<file path="src/rtl/cfgpair_pkg.sv">
package cfgpair_pkg;
  localparam int DATA_W = 8;
  localparam int BASE_W = 16;
  localparam int BASE_FIXED_BITS = 4;

  localparam logic [DATA_W-1:0] LDN_MATCH = 8'h1A;
  localparam logic [DATA_W-1:0] IDX_LDN   = 8'h07;
  localparam logic [DATA_W-1:0] IDX_DEVID = 8'h20;
  localparam logic [DATA_W-1:0] IDX_REVID = 8'h27;
  localparam logic [DATA_W-1:0] IDX_ACT   = 8'h30;
  localparam logic [DATA_W-1:0] IDX_BASEH = 8'h60;
  localparam logic [DATA_W-1:0] IDX_BASEL = 8'h61;
  localparam logic [DATA_W-1:0] IDX_IRQ   = 8'h70;
  localparam logic [DATA_W-1:0] IDX_IRQT  = 8'h71;
  localparam logic [DATA_W-1:0] WIN_LO    = 8'h30;
  localparam logic [DATA_W-1:0] WIN_HI    = 8'h71;

  typedef struct packed {
    logic              idxWr;
    logic              dataWr;
    logic              idxRd;
    logic              dataRd;
    logic              anyRd;
    logic [DATA_W-1:0] wrData;
  } pairStrobe_t;
endpackage

</file>
<file path="src/rtl/cfg_pair_ctrl.sv">
module cfg_pair_ctrl
  import cfgpair_pkg::*;
#(
  parameter int ADDR_W = 16,
  parameter logic [ADDR_W-1:0] PAIR_HI = 16'h007E,
  parameter logic [ADDR_W-1:0] PAIR_LO = 16'h00EE
) (
  input  logic              clk,
  input  logic              rstN,
  input  logic              strapHi,
  input  logic [ADDR_W-1:0] ioAddr,
  input  logic [DATA_W-1:0] ioWrData,
  input  logic              ioWr,
  input  logic              ioRd,
  output pairStrobe_t       strb
);
  logic              strapQ;
  logic [ADDR_W-1:0] pairBase;
  logic              hitIdx;
  logic              hitData;

  // strap is followed only while reset is held
  always_ff @(posedge clk) begin
    if (!rstN) strapQ <= strapHi;
  end

  assign pairBase = strapQ ? PAIR_HI : PAIR_LO;
  assign hitIdx   = (ioAddr == pairBase);
  assign hitData  = (ioAddr == pairBase + ADDR_W'(1));

  always_comb begin
    strb.idxWr  = ioWr & hitIdx;
    strb.dataWr = ioWr & hitData;
    strb.idxRd  = ioRd & hitIdx;
    strb.dataRd = ioRd & hitData;
    strb.anyRd  = ioRd;
    strb.wrData = ioWrData;
  end

  p_strap_hold_r12: assert property (@(posedge clk) disable iff (!rstN)
    $stable(strapQ))
    else $error("strap latch moved outside reset");
endmodule

</file>
<file path="src/rtl/cfg_pair_regs.sv">
module cfg_pair_regs
  import cfgpair_pkg::*;
#(
  parameter logic [DATA_W-1:0] DEV_ID = 8'hFE,
  parameter logic [DATA_W-1:0] REV_ID = 8'h01
) (
  input  logic              clk,
  input  logic              rstN,
  input  pairStrobe_t       strb,
  output logic [DATA_W-1:0] ioRdData,
  output logic              devEnable,
  output logic [BASE_W-1:0] ioBase,
  output logic [DATA_W-1:0] irqCfg,
  output logic [DATA_W-1:0] irqType
);
  localparam int BASE_LO_KEEP = DATA_W - BASE_FIXED_BITS;

  logic [DATA_W-1:0]       idxQ;
  logic [DATA_W-1:0]       ldnQ;
  logic [DATA_W-1:0]       actQ;
  logic [DATA_W-1:0]       baseHiQ;
  logic [BASE_LO_KEEP-1:0] baseLoQ;
  logic [DATA_W-1:0]       irqCfgQ;
  logic                    irqTypeQ;
  logic [DATA_W-1:0]       rdQ;
  logic [DATA_W-1:0]       regRd;
  logic                    inWin;
  logic                    devSel;
  logic                    wrOk;

  assign inWin  = (idxQ >= WIN_LO) && (idxQ <= WIN_HI);
  assign devSel = (ldnQ == LDN_MATCH);
  assign wrOk   = strb.dataWr && (!inWin || devSel);

  always_comb begin
    unique case (idxQ)
      IDX_LDN:   regRd = ldnQ;
      IDX_DEVID: regRd = DEV_ID;
      IDX_REVID: regRd = REV_ID;
      IDX_ACT:   regRd = actQ;
      IDX_BASEH: regRd = baseHiQ;
      IDX_BASEL: regRd = {baseLoQ, {BASE_FIXED_BITS{1'b0}}};
      IDX_IRQ:   regRd = irqCfgQ;
      IDX_IRQT:  regRd = {{(DATA_W-2){1'b0}}, irqTypeQ, 1'b1};
      default:   regRd = '0;
    endcase
    if (inWin && !devSel) regRd = '0;
  end

  always_ff @(posedge clk) begin
    if (!rstN) begin
      idxQ <= '0;
    end else if (strb.idxWr) begin
      idxQ <= strb.wrData;
    end
  end

  always_ff @(posedge clk) begin
    if (!rstN) begin
      ldnQ     <= '0;
      actQ     <= '0;
      baseHiQ  <= '0;
      baseLoQ  <= '0;
      irqCfgQ  <= '0;
      irqTypeQ <= 1'b1;
    end else if (wrOk) begin
      unique case (idxQ)
        IDX_LDN:   ldnQ     <= strb.wrData;
        IDX_ACT:   actQ     <= strb.wrData;
        IDX_BASEH: baseHiQ  <= strb.wrData;
        IDX_BASEL: baseLoQ  <= strb.wrData[DATA_W-1:BASE_FIXED_BITS];
        IDX_IRQ:   irqCfgQ  <= strb.wrData;
        IDX_IRQT:  irqTypeQ <= strb.wrData[1];
        default:   ;
      endcase
    end
  end

  always_ff @(posedge clk) begin
    if (!rstN) begin
      rdQ <= '0;
    end else if (strb.anyRd) begin
      if (strb.idxRd)       rdQ <= idxQ;
      else if (strb.dataRd) rdQ <= regRd;
      else                  rdQ <= '0;
    end
  end

  assign ioRdData  = rdQ;
  assign devEnable = actQ[0];
  assign ioBase    = {baseHiQ, baseLoQ, {BASE_FIXED_BITS{1'b0}}};
  assign irqCfg    = irqCfgQ;
  assign irqType   = {{(DATA_W-2){1'b0}}, irqTypeQ, 1'b1};

  p_gate_r7: assert property (@(posedge clk) disable iff (!rstN)
    (strb.dataWr && inWin && !devSel) |=>
      $stable({actQ, baseHiQ, baseLoQ, irqCfgQ, irqTypeQ}))
    else $error("gated write changed a device register");

  p_devid_r6: assert property (@(posedge clk) disable iff (!rstN)
    (strb.dataRd && idxQ == IDX_DEVID) |=> (ioRdData == DEV_ID))
    else $error("device id read wrong");
endmodule

</file>
<file path="src/rtl/cfg_index_pair.sv">
module cfg_index_pair
  import cfgpair_pkg::*;
#(
  parameter int ADDR_W = 16,
  parameter logic [ADDR_W-1:0] PAIR_HI = 16'h007E,
  parameter logic [ADDR_W-1:0] PAIR_LO = 16'h00EE,
  parameter logic [7:0] DEV_ID = 8'hFE,
  parameter logic [7:0] REV_ID = 8'h01
) (
  input  logic              clk,
  input  logic              rstN,
  input  logic              strapHi,
  input  logic [ADDR_W-1:0] ioAddr,
  input  logic [7:0]        ioWrData,
  input  logic              ioWr,
  input  logic              ioRd,
  output logic [7:0]        ioRdData,
  output logic              devEnable,
  output logic [15:0]       ioBase,
  output logic [7:0]        irqCfg,
  output logic [7:0]        irqType
);
  pairStrobe_t strb;

  cfg_pair_ctrl #(.ADDR_W(ADDR_W), .PAIR_HI(PAIR_HI), .PAIR_LO(PAIR_LO)) u_ctrl (
    .clk(clk), .rstN(rstN), .strapHi(strapHi), .ioAddr(ioAddr),
    .ioWrData(ioWrData), .ioWr(ioWr), .ioRd(ioRd), .strb(strb)
  );

  cfg_pair_regs #(.DEV_ID(DEV_ID), .REV_ID(REV_ID)) u_regs (
    .clk(clk), .rstN(rstN), .strb(strb), .ioRdData(ioRdData),
    .devEnable(devEnable), .ioBase(ioBase), .irqCfg(irqCfg), .irqType(irqType)
  );

  p_cfg_stable_r11: assert property (@(posedge clk) disable iff (!rstN)
    !$past(ioWr) |-> $stable({devEnable, ioBase, irqCfg, irqType}))
    else $error("configuration changed without a write");

  p_rd_hold_r11: assert property (@(posedge clk) disable iff (!rstN)
    !$past(ioRd) |-> $stable(ioRdData))
    else $error("read data moved without a read");
endmodule

</file>
<file path="config.mk">
export PLATFORM = sky130hd
export DESIGN_NAME = cfg_index_pair
export DESIGN_NICKNAME = d
export VERILOG_FILES = /design/src/rtl/cfgpair_pkg.sv /design/src/rtl/cfg_pair_ctrl.sv /design/src/rtl/cfg_pair_regs.sv /design/src/rtl/cfg_index_pair.sv
export SDC_FILE = /design/constraint.sdc
export NUM_CORES = 1
export LEC_CHECK = 0
export BUFFER_PORTS_ARGS = -buffer_cell sky130_fd_sc_hd__buf_2
export CAP_MARGIN = 20
export CORE_AREA = 2 2 85 87
export CTS_CLUSTER_DIAMETER = 80
export DETAILED_ROUTE_END_ITERATION = 16
export DIE_AREA = 0 0 87 89
export PLACE_DENSITY_LB_ADDON = 0.1
export SYNTH_ARGS = -nofsm -noshare
export SYNTH_HDL_FRONTEND = slang
export SYNTH_HIERARCHICAL = 1
export SYNTH_SLANG_ARGS = --single-unit
</file>
<file path="constraint.sdc">
create_clock -name clk -period 4.8 [get_ports clk]
set_clock_uncertainty 0.15 [all_clocks]
set_input_delay 0.72 -clock clk [delete_from_list [all_inputs] [get_ports clk]]
set_output_delay 0.72 -clock clk [all_outputs]
set_load 0.01 [all_outputs]
</file>
# Yosys cells after proc, flatten, opt, wreduce, memory -nomap -nowiden
# Cells that the tools add are included.
[word_totals]
regBits = 54
elab_cells = 44
[classes]
add_sub_neg = 1
n_lt_le_gt_ge = 2
eq_ne = 11
n_mux = 5
n_bitwise = 4
n_reduce_logical = 12
[ops]
columns = ["operator", "count"]
rows = [
  ["$pmux W8 S8", 1],
  ["$eq A16 B16 Y1", 2],
  ["$eq A8 B7 Y1 const B", 4],
  ["$mux W8", 4],
  ["$eq A8 B6 Y1 const B", 3],
  ["$add A16 B1 Y16 const B", 1],
  ["$reduce_and A2 Y1", 6],
  ["$eq A8 B3 Y1 const B", 1],
  ["$eq A8 B5 Y1 const B", 1],
  ["$ge A8 B6 Y1 const B", 1],
  ["$le A8 B7 Y1 const B", 1],
  ["$and A1 B1 Y1", 4],
  ["$logic_and A1 B1 Y1", 3],
  ["$logic_not A1 Y1", 2],
  ["$logic_or A1 B1 Y1", 1],
]

# Logic depth before layout (Yosys ltp)
# Gate-level depths: netlist (run 1).
[logic_depth]
depth_word = 6
mapped_depth = 9
ltp_nobuf = 7

# Modules after synthesis
# Netlist (run 1), hierarchy kept.
[by_module_without_submodules]
columns = ["mod", "n_inst", "cells_each", "area_each_um2", "seq_area_each_um2"]
rows = [
  ["cfg_pair_regs", 1, 309, 2756.4, 1061.0],
  ["cfg_pair_ctrl", 1, 26, 201.4, 30.0],
]

# Least setup slack after synthesis (run 1)
# OpenSTA, ideal clock, no wires.
[synth_timing]
path_type = "input port to flip-flop"
from = "input port ioAddr[10]"
to = "register u_regs.irqCfgQ[0] (netlist: u_regs/irqCfg[0])"
setup_ps = 116
arrival_time_ps = 2482
slack_ps = 2052
path_stages = 7
path_cell_list = "nor4b_2 nand4_1 nor4_1 inv_1 a2111oi_4 mux2i_1 nor2b_1"
[synth_lines]
columns = ["item", "line", "text"]
rows = [
  ["from (decl)", "cfg_index_pair.sv:13", "input logic [ADDR_W-1:0] ioAddr,"],
  ["to (signal assigned)", "cfg_pair_regs.sv:72", "IDX_IRQ: irqCfgQ <= strb.wrData;"],
  ["to (decl)", "cfg_pair_regs.sv:23", "logic [DATA_W-1:0] irqCfgQ;"],
]

==> impl_results.md, run 1 <==
* Run status: completed
* Startpoint Class: primary input
* Worst reg2reg path startpoint: u_regs/idxQ[6]$_SDFFE_PN0P_
* # rows at 30
* PD cells at 232 mW/mm^2
* Detail Route Antenna Nets at 0
* Net count, final at 400
* DP HPWL at 5240 microns
* VDD IR-drop max at roughly 0.00012 V
* Cells after synthesis at ~340
* Achievable Freq at about 330 MHz
* Worst slew margin relative to its limit at around 39%
* Worst R2R Setup Slack at 1850 ps
* P_leak at between 1 and 1.5 nW
* Global-route wire length before repair at around 12000 microns
* Clock Sinks at between 50 and 60
* Yosys cell types at 45
* IO Count at 70
* Core Util, Final at between 40% and 50%
* Sequential-to-total area share from yosys stat at 36.9%
* Reg2reg path depth at 5
* RSZ-0062 raised after global routing: no
* Post-CTS setup buffer count at 0
* Die area at between 0.007 and 0.008 sq mm
* # diodes at 0
* Die height at a little under 90 microns
* Worst path required time at approximately 4900 ps
* Total CTS buffers at 5
* CP endpoint: u_regs/irqCfg[3]$_SDFFE_PN0P_
* GP Congestion at slightly above 0.8
* Hold path depth at 2
* Synthesized area at between 0.002 and 0.003 sq mm
* DRC errors left at 0
* Gr ovfl total at 0
* Maxcap violations at 0
* Synthesized area per cell at just under 9 sq um
* CP endpoint kind: flip-flop
* Routed wire length at between 7000 and 8000 microns
* Initial antenna violation count at 0
* Critical Setup Path Class: in -> reg
* Via Count at between 2000 and 2500
* CTS root buffer: clkbuf_8
* CTS Hold Buffers Added at 0
* PortBufs at 58
* Fin. max-slew vios at 0
* Hold Fails Final Rpt at 0
* FF-to-FF End: u_regs/irqCfg[3]$_SDFFE_PN0P_
* Total negative slack at 0 ps
* Hold Crit Class: reg -> reg
* Clk buf depth at 2
* Worst-path fanout max at 11
* # resized after CTS at 0
* CTS tree: done
* H-tree depth at 2
* CORE AREA at between 0.006 and 0.007 sq mm
* Area growth syn-to-layout at 9.81%
* Actual slew at the worst max-slew pin at between 900 and 1000 ps
* GRT Overall Usage at between 20% and 30%
* Largest net degree at the start of global routing at 59
* Layout cell share with drive strength beyond 1 at 22.1%
* Vias in the first global route at approximately 2300
* Worst-Skew Late Latency at roughly 310 ps
* Initial Utilization at between 40% and 50%
* Number of endpoints failing setup at the final stage at 0
* Vias per cell at between 5 and 6
* Crit path DAT at a little over 3000 ps
* Flops & latches, synth at 54
* Die width at 87 microns
* Clock slew at reported path FFs at ~90 ps
* Final Critical Period at 3050 ps
* WL/cell at 16.9 microns
* Worst Setup SP: ioAddr[10]
* TritonRoute pass-1 iters at 4
* 1st-iter DRT viols at roughly 230
* Tcrit/Tclk final at 63.5%
* Warning count from the yosys run at 6
## cell families after synthesis
| family | Yosys count | share of synthesized area (%) |
|---|---|---|
| flops | 54 | 36.9 |
| compound gates | 60 | 15.4 |
| other cells | 2 | 0.254 |
| buf+inv | 46 | 9.31 |
| mux | 40 | 13.7 |
| simple gates | 133 | 24.5 |
## registers in the layout (all words and copies together), names as in the netlist
name	count
u_regs/ldnQ	8
u_regs/baseLoQ	4
u_ctrl/strapQ	1
u_regs/actQ	8
u_regs/baseHiQ	8
u_regs/ioRdData	8
u_regs/idxQ	8
u_regs/irqTypeQ	1
u_regs/irqCfg	8
## metrics by stage
step                      hold slack, ps  area (sq um)  std cells  power [mW]  setup WS, ps
after floorplan                      289          2990        344       0.505          2050
after global placement               309          3170        444       0.515          1410
after detailed placement             320          3170        444       0.515          1390
after CTS                            334          3250        451       0.761          1700
after global routing                 355          3250        451       0.784          1490
final                                332          3250        451       0.753          1750
## routing by layer
layer  track usage (%)  wire (microns)
met1              27.3            3450
met2              33.2            3540
met3              3.42             442
met4              7.53             174
met5                 0               0
## layout by cell type, fill, tap and decap left out, types with 7 or more instances in the layout
master	netlist	final
a21oi_1	13	13
nand2b_1	7	7
o21ai_0	9	9
buf_2	4	58
dfxtp_1	53	53
a21boi_1	7	7
conb_1	2	11
nor2b_1	33	33
nor2_1	8	8
nand3_1	17	17
mux2i_1	37	37
nand2_1	44	44
## report_power, final
part	switching (mW)	internal, mW
Combinational	0.0302	0.0204
Clock	0.148	0.101
Sequential	0.00134	0.452
Total	0.180	0.574
## Yosys cell counts, drive strengths merged
library cell  number  area [sq um]
a21o               1          7.51
a31oi              6          37.5
a2111oi            3          70.1
nand3             17          85.1
buf               28           208
clkbuf            16          60.1
o21ai             12          60.1
nor4               5          31.3
a32o               2          20.0
and3b              2          17.5
a211o              1          8.76
a22oi              2          15.0
a32oi              2          17.5
a211oi             5          42.5
nand2b             7          43.8
or3                1          6.26
nor4bb             2          20.0
a21oi             13          65.1
and2               2          12.5
nor4b              3          38.8
edfxtp             1          30.0
a21boi             8          60.1
nor3b              1          12.5
inv                2          7.51
o221ai             4          35.0
nand2             44           165
a221oi             1          15.0
dfxtp             53          1060
conb               2          7.51
nand4bb            1          11.3
and4b              1          10.0
nor2b             33           206
nor3               4          20.0
nand4b             1          8.76
nor2               8          30.0
nand4              1          6.26
mux2i             37           370
mux2               3          33.8
## worst min-delay path by stage
stage	start	end	slack, ps
final	u_regs/baseLoQ[0]$_SDFFE_PN0P_	u_regs/baseLoQ[0]$_SDFFE_PN0P_	330
after global routing	u_regs/ldnQ[4]$_SDFFE_PN0P_	u_regs/ldnQ[4]$_SDFFE_PN0P_	350
after floorplan	u_regs/ldnQ[3]$_SDFFE_PN0P_	u_regs/ldnQ[3]$_SDFFE_PN0P_	290
after global placement	u_regs/ldnQ[3]$_SDFFE_PN0P_	u_regs/ldnQ[3]$_SDFFE_PN0P_	310
after detailed placement	u_regs/ldnQ[3]$_SDFFE_PN0P_	u_regs/ldnQ[3]$_SDFFE_PN0P_	320
after CTS	u_regs/baseLoQ[0]$_SDFFE_PN0P_	u_regs/baseLoQ[0]$_SDFFE_PN0P_	330
## critical path: stages
cell	delay [ps]
buf_2	100
nor4b_2	280
nand4_1	220
nor4_1	390
buf_4	240
inv_1	140
a2111oi_4	690
mux2i_1	260
nor2b_1	60
## layout make-up
cell class / count / area [sq um]
Clock buffer: 7 / 76.3
Fill cell: 663 / 3470
Inverter: 2 / 7.51
Multi-Input combinational cell: 244 / 1640
Sequential cell: 54 / 1090
Tap cell: 80 / 100
Timing Repair Buffer: 64 / 335
Note: power is estimated with default switching activity, not from simulation.
==> run 2: changes to the inputs <==
==> constraint.sdc (replaced) <==
create_clock -name clk -period 2.9 [get_ports clk]
set_clock_uncertainty 0.15 [all_clocks]
set_input_delay 0.435 -clock clk [delete_from_list [all_inputs] [get_ports clk]]
set_output_delay 0.435 -clock clk [all_outputs]
set_load 0.01 [all_outputs]
==> impl_results.md, run 2 (synthesized netlist as in run 1, its figures left out) <==
* Switching Share at a little over a fifth
* DRC errors left at 0
* DP HPWL at ~5500 microns
* Most frequent cells in the layout: 58 x buf_2, 53 x dfxtp_1, 44 x nand2_1, 37 x mux2i_1, 33 x nor2b_1
* Clock share of power at about two fifths
* Hold Fails Final Rpt at 0
* RSZ-0062 raised after global routing: no
* Die height at between 80 and 90 microns
* CTS Hold Buffers Added at 0
* GRT Overall Usage at between 15 and 20%
* Actual slew at the worst max-slew pin at around 660 ps
* CTS root buffer: clkbuf_8
* P_leak at between 1 and 1.5 nW
* Post-CTS setup buffer count at 0
* Seq pwr share at between 50% and 60%
* Startpoint Class: primary input
* Hold EP: u_ctrl/strapQ$_DFFE_PN_
* Total negative slack at 0 ps
* Global-route wire length before repair at 12000 microns
* Worst-path fanout max at 11
* Detail Route Antenna Nets at 0
* Initial antenna violation count at 0
* GP Congestion at between 0.8 and 0.9
* Worst path required time at between 2000 and 3000 ps
* Final Critical Period at 2410 ps
* Clock slew at reported path FFs at 100 ps
* Die width at 87 microns
* PD cells at between 400 and 500 mW/mm^2
* Layout cell share with drive strength beyond 1 at 25.3%
* CP top delay family: simple AND/OR/NAND/NOR gates
* # rows at 30
* Worst R2R Setup Slack at a little over 500 ps
* Routed wire length at between 7000 and 8000 microns
* Worst reg2reg path startpoint: u_regs/idxQ[7]$_SDFFE_PN0P_
* Worst path slowest cell: nor4_1
* H-tree depth at 2
* Critical Setup Path Class: in -> reg
* Die area at 0.00774 sq mm
* CP dominant cell by count: buf_4
* Vias in the first global route at approximately 2300
* Number of endpoints failing setup at the final stage at 0
* # diodes at 0
* Leading cell type in the layout, fill and taps excluded: buf_2
* # resized after CTS at 0
* PortBufs at 58
* Critical path buffers and inverters at 4
* Vias per cell at roughly 5.4
* Reg2reg path depth at 6
* CORE AREA at approximately 0.0067 sq mm
* VDD IR-drop max at about 0.00017 V
* Area growth syn-to-layout at 14.9%
* Maxcap violations at 0
* Via Count at roughly 2500
* WL/cell at approximately 17 microns
* Int Power at around 1.1 mW
* Total CTS buffers at 5
* Setup slack after layout at just under 500 ps
* Achievable Freq at approximately 420 MHz
* Worst slew margin relative to its limit at 55.7%
* Combinational Power Share at roughly 6.0%
* Fin. max-slew vios at 0
* FF-to-FF End: u_regs/baseHiQ[6]$_SDFFE_PN0P_
* CP endpoint kind: flip-flop
* TritonRoute pass-1 iters at 4
* Worst-Skew Late Latency at between 300 and 400 ps
* Largest net degree at the start of global routing at 44
* Hold path depth at 1
* Hold Startpoint: strapHi
* Crit path DAT at approximately 2500 ps
* Clock Sinks at 54
* Initial Utilization at roughly 44%
* Pre-CTS setup slack at between 100 and 150 ps
* CTS tree: done
* Hold Crit Class: in -> reg
* Path length in cells of the critical path at 10
* IO Count at 70
* Run status: completed
* Worst path max stage delay at around 320 ps
* Gr ovfl total at 0
* Worst path cell trace: buf_2 -> nor4b_2 -> nand4_1 -> nor4_1 -> buf_4 -> inv_1 -> a2111oi_4 -> buf_4 -> mux2i_1 -> nor2b_1
* Net count, final at roughly 410
* Clk buf depth at 2
* 1st-iter DRT viols at roughly 190
* Pwr Total at approximately 1.4 mW
* Reported net switching power at 0.309 mW
* Tcrit/Tclk final at 83.0%
[run 2: changes by cell type in the layout (fill, tap and decap cells not counted), sizes merged]
cell,before,now
buf,64,76
bufinv,0,1
[run 2: final cells by class]
type | count | area [sq um]
fillers | 670 | 3320
inverters | 2 | 7.51
repair buffers | 76 | 425
well taps | 80 | 100
clock buffers | 7 | 108
multi-input cells | 244 | 1640
flip-flops and latches | 54 | 1090
clock inverters | 1 | 30.0
[run 2: worst max path at each step]
stage,end,slack [ps],startpoint
floorplan,u_regs/irqCfg[0]$_SDFFE_PN0P_,440,ioAddr[10]
global placement,u_regs/irqCfg[6]$_SDFFE_PN0P_,220,ioAddr[10]
detailed placement,u_regs/baseHiQ[6]$_SDFFE_PN0P_,150,ioAddr[10]
CTS,u_regs/baseHiQ[6]$_SDFFE_PN0P_,480,ioAddr[10]
global route,u_regs/baseHiQ[2]$_SDFFE_PN0P_,370,ioAddr[10]
finish,u_regs/baseHiQ[6]$_SDFFE_PN0P_,490,ioAddr[10]
[run 2: metal layers]
layer / global-route usage [%] / wire length (microns)
met1: 26.4 / 3500
met5: 0 / 0
met2: 34.5 / 3760
met4: 4.97 / 66
met3: 2.77 / 376
[run 2: through the flow]
step | util, % | cell area [sq um] | hold slack, ps | instances
global route | 50.6 | 3400 | 146 | 464
global placement | 48.5 | 3260 | 314 | 456
floorplan | - | 2990 | 289 | 344
finish | 50.6 | 3400 | 151 | 464
detailed placement | 48.5 | 3260 | 313 | 456
CTS | 50.6 | 3400 | 146 | 464
[run 2: power by group through the flow]
stage	clock, mW	sequential [mW]	combinational [mW]
after global routing	0.627	0.752	0.0948
after global placement	0	0.768	0.0858
after detailed placement	0	0.768	0.0862
after floorplan	0	0.770	0.0657
after CTS	0.606	0.751	0.0865
final	0.589	0.751	0.0852
